==> src/rtl/fmRegPkg.sv <==
package fmRegPkg;
  localparam int CH_W = 3;
  localparam int OP_W = 2;

  typedef struct packed {
    logic timerAHi;
    logic timerALo;
    logic timerB;
    logic keyOn;
    logic dacSample;
    logic dacCtl;
    logic freqHi;
    logic freqLo;
    logic algoWr;
    logic mulWr;
    logic unhandled;
    logic [CH_W-1:0] ch;
    logic [OP_W-1:0] op;
    logic [7:0] data;
  } wrCmd_t;
endpackage

==> src/rtl/fmRegCtrl.sv <==
module fmRegCtrl
  import fmRegPkg::*;
#(
  parameter int CH_PER_BANK = 3
) (
  input  logic       clk,
  input  logic       rstN,
  input  logic [1:0] busAddr,
  input  logic       busWr,
  input  logic [7:0] busWdata,
  output wrCmd_t     cmd
);
  localparam int NUM_BANK = 2;

  logic [7:0] selNum [NUM_BANK];

  for (genvar b = 0; b < NUM_BANK; b++) begin : g_sel
    always_ff @(posedge clk) begin
      if (!rstN) selNum[b] <= '0;
      else if (busWr && !busAddr[0] && busAddr[1] == b[0]) selNum[b] <= busWdata;
    end
  end

  logic       dataWr;
  logic [7:0] regNum;
  logic       slotOk;
  logic [CH_W-1:0] chIdx;

  assign dataWr = busWr && busAddr[0];
  assign regNum = selNum[busAddr[1]];
  assign slotOk = (32'(regNum[1:0]) < CH_PER_BANK);
  assign chIdx  = CH_W'(regNum[1:0]) + (busAddr[1] ? CH_W'(CH_PER_BANK) : '0);

  always_comb begin
    cmd      = '0;
    cmd.ch   = chIdx;
    cmd.op   = regNum[3:2];
    cmd.data = busWdata;
    if (dataWr && regNum != 8'h00) begin
      if (regNum == 8'h24)      cmd.timerAHi  = 1'b1;
      else if (regNum == 8'h25) cmd.timerALo  = 1'b1;
      else if (regNum == 8'h26) cmd.timerB    = 1'b1;
      else if (regNum == 8'h28) cmd.keyOn     = 1'b1;
      else if (regNum == 8'h2A) cmd.dacSample = 1'b1;
      else if (regNum == 8'h2B) cmd.dacCtl    = 1'b1;
      else if (regNum[7:4] == 4'h3 && slotOk) cmd.mulWr = 1'b1;
      else if (regNum[7:2] == 6'b1010_00 && slotOk) cmd.freqLo = 1'b1;
      else if (regNum[7:2] == 6'b1010_01 && slotOk) cmd.freqHi = 1'b1;
      else if (regNum[7:2] == 6'b1011_00 && slotOk) cmd.algoWr = 1'b1;
      else cmd.unhandled = 1'b1;
    end
  end

  AST_ONE_ACTION: assert property (@(posedge clk) disable iff (!rstN)
    $onehot0({cmd.timerAHi, cmd.timerALo, cmd.timerB, cmd.keyOn, cmd.dacSample,
              cmd.dacCtl, cmd.freqHi, cmd.freqLo, cmd.algoWr, cmd.mulWr, cmd.unhandled}));

  AST_ZERO_SEL_IGNORED: assert property (@(posedge clk) disable iff (!rstN)
    (busWr && busAddr[0] && selNum[busAddr[1]] == 8'h00) |->
    !(cmd.timerAHi || cmd.timerALo || cmd.timerB || cmd.keyOn || cmd.dacSample ||
      cmd.dacCtl || cmd.freqHi || cmd.freqLo || cmd.algoWr || cmd.mulWr || cmd.unhandled));
endmodule

==> src/rtl/fmRegDp.sv <==
module fmRegDp
  import fmRegPkg::*;
#(
  parameter int NUM_CH = 6,
  parameter int NUM_OP = 4
) (
  input  logic                    clk,
  input  logic                    rstN,
  input  wrCmd_t                  cmd,
  output logic [9:0]              timerAReload,
  output logic [7:0]              timerBReload,
  output logic                    keyOnStb,
  output logic [CH_W-1:0]         keyOnCh,
  output logic [3:0]              keyOnMask,
  output logic                    dacEn,
  output logic                    dacStb,
  output logic [7:0]              dacData,
  output logic [NUM_CH*11-1:0]    freqNum,
  output logic [NUM_CH*3-1:0]     freqBlock,
  output logic [NUM_CH*3-1:0]     algo,
  output logic [NUM_CH*NUM_OP*4-1:0] mulCode,
  output logic                    unhandledStb
);
  always_ff @(posedge clk) begin
    if (!rstN) begin
      timerAReload <= '0;
      timerBReload <= '0;
      keyOnStb     <= 1'b0;
      keyOnCh      <= '0;
      keyOnMask    <= '0;
      dacEn        <= 1'b0;
      dacStb       <= 1'b0;
      dacData      <= '0;
      unhandledStb <= 1'b0;
    end else begin
      keyOnStb     <= cmd.keyOn;
      dacStb       <= cmd.dacSample && dacEn;
      unhandledStb <= cmd.unhandled;
      if (cmd.timerAHi) timerAReload[9:2] <= cmd.data;
      if (cmd.timerALo) timerAReload[1:0] <= cmd.data[1:0];
      if (cmd.timerB)   timerBReload      <= cmd.data;
      if (cmd.keyOn) begin
        keyOnCh   <= cmd.data[2:0];
        keyOnMask <= cmd.data[7:4];
      end
      if (cmd.dacCtl) dacEn <= cmd.data[7];
      if (cmd.dacSample && dacEn) dacData <= cmd.data;
    end
  end

  for (genvar c = 0; c < NUM_CH; c++) begin : g_ch
    logic [2:0] stageHi;
    logic [2:0] stageBlk;
    logic       hit;
    assign hit = (32'(cmd.ch) == c);

    always_ff @(posedge clk) begin
      if (!rstN) begin
        stageHi              <= '0;
        stageBlk             <= '0;
        freqNum[c*11 +: 11]  <= '0;
        freqBlock[c*3 +: 3]  <= '0;
        algo[c*3 +: 3]       <= '0;
      end else if (hit) begin
        if (cmd.freqHi) begin
          stageHi  <= cmd.data[2:0];
          stageBlk <= cmd.data[5:3];
        end
        if (cmd.freqLo) begin
          freqNum[c*11 +: 11] <= {stageHi, cmd.data};
          freqBlock[c*3 +: 3] <= stageBlk;
        end
        if (cmd.algoWr) algo[c*3 +: 3] <= cmd.data[2:0];
      end
    end

    for (genvar o = 0; o < NUM_OP; o++) begin : g_op
      always_ff @(posedge clk) begin
        if (!rstN) mulCode[(c*NUM_OP+o)*4 +: 4] <= '0;
        else if (hit && cmd.mulWr && 32'(cmd.op) == o)
          mulCode[(c*NUM_OP+o)*4 +: 4] <= cmd.data[3:0];
      end
    end
  end

  AST_DAC_GATED: assert property (@(posedge clk) disable iff (!rstN)
    dacStb |-> $past(dacEn));

  AST_FREQ_ONLY_ON_LOW: assert property (@(posedge clk) disable iff (!rstN)
    !$past(cmd.freqLo) |-> ($stable(freqNum) && $stable(freqBlock)));

  AST_UNHANDLED_NO_EFFECT: assert property (@(posedge clk) disable iff (!rstN)
    $past(cmd.unhandled) |-> ($stable(timerAReload) && $stable(timerBReload) &&
                             $stable(algo) && $stable(mulCode) && $stable(dacEn)));
endmodule

==> src/rtl/fmRegIf.sv <==
module fmRegIf
  import fmRegPkg::*;
#(
  parameter int CH_PER_BANK = 3,
  parameter int NUM_OP      = 4,
  localparam int NUM_CH     = 2 * CH_PER_BANK
) (
  input  logic                       clk,
  input  logic                       rstN,
  input  logic [1:0]                 busAddr,
  input  logic                       busWr,
  input  logic                       busRd,
  input  logic [7:0]                 busWdata,
  output logic [7:0]                 busRdata,
  input  logic                       timerAOvf,
  input  logic                       timerBOvf,
  output logic [9:0]                 timerAReload,
  output logic [7:0]                 timerBReload,
  output logic                       keyOnStb,
  output logic [2:0]                 keyOnCh,
  output logic [3:0]                 keyOnMask,
  output logic                       dacEn,
  output logic                       dacStb,
  output logic [7:0]                 dacData,
  output logic [NUM_CH*11-1:0]       freqNum,
  output logic [NUM_CH*3-1:0]        freqBlock,
  output logic [NUM_CH*3-1:0]        algo,
  output logic [NUM_CH*NUM_OP*4-1:0] mulCode,
  output logic                       unhandledStb
);
  wrCmd_t cmd;

  fmRegCtrl #(.CH_PER_BANK(CH_PER_BANK)) i_ctrl (
    .clk(clk), .rstN(rstN), .busAddr(busAddr), .busWr(busWr),
    .busWdata(busWdata), .cmd(cmd)
  );

  fmRegDp #(.NUM_CH(NUM_CH), .NUM_OP(NUM_OP)) i_dp (
    .clk(clk), .rstN(rstN), .cmd(cmd),
    .timerAReload(timerAReload), .timerBReload(timerBReload),
    .keyOnStb(keyOnStb), .keyOnCh(keyOnCh), .keyOnMask(keyOnMask),
    .dacEn(dacEn), .dacStb(dacStb), .dacData(dacData),
    .freqNum(freqNum), .freqBlock(freqBlock), .algo(algo),
    .mulCode(mulCode), .unhandledStb(unhandledStb)
  );

  assign busRdata = busRd ? {6'b0, timerAOvf, timerBOvf} : 8'h00;

  AST_KEYON_PULSE: assert property (@(posedge clk) disable iff (!rstN)
    keyOnStb |-> $past(busWr && busAddr[0]));
endmodule

==> config.mk <==
export PLATFORM = sky130hd
export DESIGN_NAME = fmRegIf
export DESIGN_NICKNAME = d
export VERILOG_FILES = /design/src/rtl/fmRegPkg.sv /design/src/rtl/fmRegCtrl.sv /design/src/rtl/fmRegDp.sv /design/src/rtl/fmRegIf.sv
export SDC_FILE = /design/constraint.sdc
export NUM_CORES = 1
export LEC_CHECK = 0
export BUFFER_PORTS_ARGS = -buffer_cell sky130_fd_sc_hd__buf_4
export CAP_MARGIN = 20
export CORE_UTILIZATION = 58
export CTS_BUF_LIST = sky130_fd_sc_hd__clkbuf_16
export DETAILED_ROUTE_END_ITERATION = 16
export PLACE_DENSITY = 0.93
export SLEW_MARGIN = 15
export SYNTH_ARGS = -nofsm -noshare
export SYNTH_HDL_FRONTEND = slang
export SYNTH_SLANG_ARGS = --single-unit
==> constraint.sdc <==
create_clock -name clk -period 6.1 [get_ports clk]
set_clock_uncertainty 0.05 [all_clocks]
set_input_delay 0.915 -clock clk [delete_from_list [all_inputs] [get_ports clk]]
set_output_delay 0.915 -clock clk [all_outputs]
set_load 0.02 [all_outputs]
; ---- Yosys cells after proc, flatten, opt, wreduce, memory -nomap -nowiden
; Memories as Yosys holds them, arrays and structs flattened.
; Index checks and enable logic that the tools add are counted.
[classes]
shifts = 0
n_mux = 36
n_mul = 0
reduce_logical = 63
order_cmp = 1
n_addsub = 1
n_bitwise = 5
eq_ne = 18
n_div = 0
[op_table]
columns = cell, count
row1 = $eq A8 B6 Y1 const B, 6
row2 = $logic_and A1 B1 Y1, 40
row3 = $reduce_and A2 Y1, 18
row4 = $mux W1, 24
row5 = $mux W8, 3
row6 = $eq A6 B6 Y1 const B, 3
row7 = $mux W11, 1
row8 = $reduce_or A11 Y1, 1
row9 = $mux W10, 1
row10 = $mux W9, 1
row11 = $reduce_bool A8 Y1, 1
row12 = $mux W7, 1
row13 = $eq A3 B2 Y1 const B, 2
row14 = $eq A3 B3 Y1 const B, 2
row15 = $mux W6, 1
row16 = $mux W5, 1
row17 = $eq A2 B2 Y1 const B, 2
row18 = $eq A4 B2 Y1 const B, 1
row19 = $mux W2, 2
row20 = $add A2 B3 Y3, 1
row21 = $eq A3 B1 Y1 const B, 1
row22 = $logic_not A3 Y1, 1
row23 = $mux W3, 1
row24 = $not A1 Y1, 3
row25 = 5 further kinds, 6
[word_totals]
out_inout_bits = 243
mem_bits_ro = 0
ramBits = 16
wordCells = 189
latchBits = 0
n_memories = 1
register_bits = 271
in_bits = 16
[mem_list]
columns = memory, words, width, rd, rd_clocked_by_memory_dff, write_ports, line_no
row1 = i_ctrl.selNum, 2, 8, 1, 0, 2, fmRegCtrl.sv:15  ; logic [7:0] selNum [NUM_BANK];

; ---- Longest topological paths before layout
; An unclocked memory read counts as a cell.
[depth]
depth_word = 16
mapped_depth = 13
depth_no_buf = 10

; ---- Cells and area by module
; From an unflattened synthesis, not the netlist that was laid out.
[unflattened]
hier_cells = 1170
hier_area_um2 = 11412.2
[by_module_without_submodules]
columns = module, cells_per_inst, seq_area_each_um2, area_each_um2, n_inst
row1 = fmRegDp, 1049, 5425.2, 10258.6, 1
row2 = fmRegCtrl, 112, 480.5, 1092.3, 1
row3 = fmRegIf, 9, 0.0, 61.3, 1

; ---- Least setup slack after synthesis
; OpenSTA, ideal clock, no wires.
[synth_path]
path_kind = in2reg
startpoint = in busAddr[1]
endpoint = reg i_dp.g_ch[0].stageBlk[0]
setup_time_ns = 0.072
n_path_buf = 3
arrival_time_ns = 3.506
t_required_ns = 5.978
stages = 10
slack_ns = 2.472
path_cell_list = buf_6 buf_6 buf_2 mux2_2 inv_1 fa_1 nand2_1 or3_1 nor3_2 mux2i_1
[synth_via]
elab_chain_len = 14
elab_cells_between_ends = 30
classes_between = add/sub: 1 / order compare: 1 / eq/ne: 9 / mux: 11 / reduce/logical: 7 / memory: 1
[synth_lines]
columns = element, line_no
row1 = from (decl), fmRegIf.sv:10  ; input logic [1:0] busAddr,
row2 = $mem_v2 Z2 W8, -
row3 = $lt A2 B2 Y1 / $eq A6 B6 Y1 (equally long branches), "fmRegCtrl.sv:31, fmRegCtrl.sv:48"
row4 = $logic_and A1 B1 Y1, fmRegCtrl.sv:48  ; else if (regNum[7:2] == 6'b1010_01 && slotOk) cmd.freqHi = 1'b1;
row5 = $mux W1, fmRegCtrl.sv:48
row6 = $mux W1, fmRegCtrl.sv:47  ; else if (regNum[7:2] == 6'b1010_00 && slotOk) cmd.freqLo = 1'b1;
row7 = $mux W3, fmRegCtrl.sv:46  ; else if (regNum[7:4] == 4'h3 && slotOk) cmd.mulWr = 1'b1;
row8 = $mux W5, fmRegCtrl.sv:45  ; else if (regNum == 8'h2B) cmd.dacCtl = 1'b1;
row9 = $mux W6, fmRegCtrl.sv:44  ; else if (regNum == 8'h2A) cmd.dacSample = 1'b1;
row10 = $mux W7, fmRegCtrl.sv:43  ; else if (regNum == 8'h28) cmd.keyOn = 1'b1;
row11 = $mux W8, fmRegCtrl.sv:42  ; else if (regNum == 8'h26) cmd.timerB = 1'b1;
row12 = $mux W9, fmRegCtrl.sv:41  ; else if (regNum == 8'h25) cmd.timerALo = 1'b1;
row13 = $mux W10, fmRegCtrl.sv:40  ; if (regNum == 8'h24) cmd.timerAHi = 1'b1;
row14 = $mux W11, fmRegCtrl.sv:39  ; if (dataWr && regNum != 8'h00) begin
row15 = $reduce_and A2 Y1 (no line) *, -
row16 = to (signal assigned), fmRegDp.sv:67  ; stageBlk <= cmd.data[5:3];
row17 = to (decl), fmRegDp.sv:53  ; logic [2:0] stageBlk;
; Every way passes the cells marked *; elsewhere a longest branch is shown, timed or not.
; A chain may end at the register's enable or synchronous reset.

; ---- Final worst setup path
[layout_path]
startpoint = in busAddr[1]
endpoint = reg i_dp.mulCode[66]
[layout_via]
elab_chain_len = 13
elab_cells_between_ends = 26
classes_between = add/sub: 1 / order compare: 1 / eq/ne: 8 / mux: 9 / reduce/logical: 6 / memory: 1
[layout_lines]
columns = element, line_no
row1 = $mem_v2 Z2 W8, -
row2 = $lt A2 B2 Y1 / $eq A4 B2 Y1 (equally long branches), "fmRegCtrl.sv:31, fmRegCtrl.sv:46"
row3 = $logic_and A1 B1 Y1, fmRegCtrl.sv:46
row4 = $mux W1, fmRegCtrl.sv:46
row5 = $mux W5, fmRegCtrl.sv:45
row6 = $mux W6, fmRegCtrl.sv:44
row7 = $mux W7, fmRegCtrl.sv:43
row8 = $mux W8, fmRegCtrl.sv:42
row9 = $mux W9, fmRegCtrl.sv:41
row10 = $mux W10, fmRegCtrl.sv:40
row11 = $mux W11, fmRegCtrl.sv:39
row12 = $logic_and A1 B1 Y1, fmRegDp.sv:80  ; else if (hit && cmd.mulWr && 32'(cmd.op) == o)
row13 = $logic_and A1 B1 Y1 *, fmRegDp.sv:80
row14 = "to (signal, indexed assignment)", fmRegDp.sv:81  ; mulCode[(c*NUM_OP+o)*4 +: 4] <= cmd.data[3:0];
row15 = to (decl), fmRegDp.sv:21  ; output logic [NUM_CH*NUM_OP*4-1:0] mulCode,
; Marked as above.

==> summary.md <==
| Metric | Value |
|---|---|
| Root Buffer | `clkbuf_16` |
| Clk pwr share | `0.453` |
| Critical path class | `input port to register` |
| Vias in the first global route | `approximately 8400` |
| Top_reg_cell synth | `dfxtp_1` |
| Netlist cell types | `52` |
| Initial DRT Pass Iterations | `4` |
| Post-synth EDFFs | `16` |
| Leak | `6.327 nW` |
| I/O Pins | `259` |
| Final Max Tran Viols | `0` |
| Post-Synth Simple-Gate Area | `0.1930` |
| H-tree depth | `1` |
| Pwr Density | `around 270 nW/µm²` |
| Final Hold Fails | `0` |
| Min Tclk post-route | `about 3.4 ns` |
| IR drop worst, VDD | `roughly 0.25 mV` |
| Synth Area in XOR/XNOR | `0` |
| Critical Path RT | `6.46 ns` |
| Setup TNS | `0 ns` |
| Post CTS Setup Buffer Count | `0` |
| Core box area | `19020 µm²` |
| Status | `complete, no violations` |
| Net Sw Power | `between 0.8 and 0.9 mW` |
| DIE WIDTH | `~140 µm` |
| Synth Warn # | `0` |
| Mapped Area | `roughly 11000 µm²` |
| Synth Area in Compound Gates | `0.01348` |
| Row Count | `50` |
| Setup crit start | `busAddr[1]` |
| Synth async-reset ratio | `0` |
| Crit-path max FO | `29` |
| Worst hold path type | `register to register` |
| Vias | `around 8600` |
| CTS buffer count | `28` |
| Post-synthesis sequential area ratio | `0.5173` |
| Fmax | `294.5 MHz` |
| # setup viols final | `0` |
| Congestion Overflow GR | `0` |
| Ratio of cells with drive above 1 in the final layout | `0.2563` |
| Final layout net count | `approximately 1300` |
| Worst-margin pin slew | `~1.1 ns` |
| Startpoint types | `input port` |
| TritonCTS Sinks | `287` |
| Slowest stage delay, CP | `a little over 0.6 ns` |
| Reg2reg start | `i_ctrl.selNum[0][1]` |
| Clock Latency Late Sink | `0.53 ns` |
| Die ar. | `slightly above 20000 µm²` |
| Fraction of the cycle the final worst path needs | `0.5566` |
| DRC viols | `0` |
| Cells after synthesis | `1075` |
| Gr usage total | `0.2984` |
| Hold Path Origin | `i_dp.freqNum[3]` |
| Commonest cells after routing, fill and taps aside | `dfxtp_1, mux2i_1, nand2_1, buf_4, nor2b_1` |
| Vias per inst | `~5.5` |
| DR iter-0 viols | `just over 500` |
| Initial antenna violation count | `0` |
| CTS clk-pin slew, worst paths | `about 0.06 ns` |
| Max-Cap Viols | `0` |
| P&R area growth vs syn | `24.69%` |
| Largest net degree at the start of global routing | `between 150 and 200` |
| Sw frac | `0.2244` |
| Worst setup EP type | `register` |
| Avg WL per Cell | `just under 20 µm` |
| CTS tree | `yes` |
| Mux contribution to synthesized area | `0.2377` |
| Initial core utilization | `0.6003` |
| Max clock buf depth | `3` |
| Buf+Inv Stages, Crit Path | `3` |
| Flops & latches, synth | `287` |
| Sequential power share | `0.501` |
| RSZ-0062 raised after global routing | `false` |
| Count of cells resized by post-cts repair | `0` |
| Combinational Power Share | `0.046` |
| # port buffers | `roughly 250` |
| Worst relative slew slack | `0.2448` |
| Critical path, cell by cell | `buf_4 -> mux2i_1 -> inv_1 -> ha_1 -> inv_1 -> fa_1 -> nand2b_1 -> or3_1 -> nor4_4 -> mux2i_1 -> nor2b_1` |
| Final HPWL DP | `20.11 mm` |
| First-pass GRT wire length | `about 47 mm` |
| GP Congestion | `roughly 0.92` |
| Post-Route WL | `slightly above 30 mm` |
| Die Y | `around 140 µm` |
| Crit path max-delay cell type | `fa_1` |
| WHS | `a little over 0.4 ns` |
| Internal | `roughly 3.0 mW` |
| Largest family of logic cells by synthesized area | `multiplexers` |
| Final ANT Viol Nets | `0` |
| # diodes | `0` |
| Synthesized-area fraction occupied by adder cells | `0.002850` |
| CTS hold repair buffers | `0` |
| Average cell area after synthesis | `approximately 11 µm²` |
| Arr. time, crit path | `around 3.8 ns` |
| Worst path top cell family by delay | `simple AND/OR/NAND/NOR gates` |
| Commonest non-fill, non-tap cell in the layout | `dfxtp_1` |
-- power groups by stage --
stage                     clock [mW]  combinational, mW  sequential (mW)
after floorplan                    0              0.126             1.95
after global placement             0              0.170             1.95
after detailed placement           0              0.171             1.95
after CTS                       1.74              0.172             1.91
after global routing            1.81              0.187             1.91
final                           1.72              0.175             1.91
-- worst reg2reg max path: stages, from the launching register on --
cell and delay, ns:
edfxtp_1 0.42, mux2_2 0.27, inv_1 0.14, fa_1 0.67, nand2b_1 0.13, or3_1 0.46, nor4_4 0.41, mux2i_1 0.35
nor2b_1 0.11
-- cell type report --
class | instances | area (µm²)
sequential | 287 | 5906
inverter | 7 | 26.28
multi-input combinational | 711 | 5134
timing repair buffer | 255 | 1921
clock inverter | 21 | 172.7
fill | 1257 | 4783
tap | 260 | 325.3
clock buffer | 30 | 750.7
-- layer usage --
metal / wire length [µm] / vias to the layer above / track usage
li1: - / 4044 / -
met2: 14560 / 364 / 0.5015
met1: 12770 / 4157 / 0.3739
met3: 2409 / 63 / 0.06965
met5: 0 / - / 0
met4: 935 / 0 / 0.1070
-- flip-flops by register name, indices dropped and copies added, names as in the netlist, 10 cells and up --
name,flops
i_dp.freqBlock,18
i_dp.timerAReload,10
i_dp.algo,18
i_dp.g_ch.stageBlk,18
i_ctrl.selNum,16
i_dp.mulCode,96
i_dp.g_ch.stageHi,18
i_dp.freqNum,66
-- synthesized netlist by cell type (8+ instances only) --
cell,count,area share
and2_1,22,0.012
clkbuf_1,55,0.018
nand3_1,15,0.0066
buf_6,8,0.0079
edfxtp_1,16,0.042
nor2_1,18,0.0059
buf_4,8,0.0053
nor4_4,9,0.017
dfxtp_1,271,0.48
mux2i_1,270,0.24
nor2b_1,35,0.019
nand2_1,257,0.085
-- cells by family (layout without fill, tap and decap cells) --
| logic type | count (synthesis) | after routing |
|---|---|---|
| other | 1 | 6 |
| adder cells (fa/ha/maj) | 2 | 2 |
| flip-flops | 287 | 287 |
| AO/OA/AOI/OAI | 16 | 16 |
| buffers and inverters | 82 | 313 |
| AND/OR/NAND/NOR | 416 | 416 |
| multiplexers | 271 | 271 |
-- worst paths after layout --
check / cells after the start / slack, ns / end
max: 11 / 2.70 / i_dp.mulCode[66]
min: 2 / 0.41 / i_dp.freqNum[3]
max reg2reg: 8 / 2.96 / i_dp.mulCode[66]
min reg2reg: 2 / 0.41 / i_dp.freqNum[3]
-- through the flow --
| stage | power (mW) | worst slack, ns | instance area [µm²] | std cells | utilization |
|---|---|---|---|---|---|
| finish | 3.807 | 2.705 | 14230 | 1571 | 0.7485 |
| global route | 3.904 | 2.474 | 14230 | 1571 | 0.7485 |
| CTS | 3.816 | 2.751 | 14230 | 1571 | 0.7485 |
| detailed placement | 2.121 | 2.204 | 13310 | 1520 | 0.6999 |
| global placement | 2.120 | 2.283 | 13310 | 1520 | 0.6999 |
| floorplan | 2.075 | 2.472 | 11430 | 1080 | - |
Power figures use the tool's default switching activity.
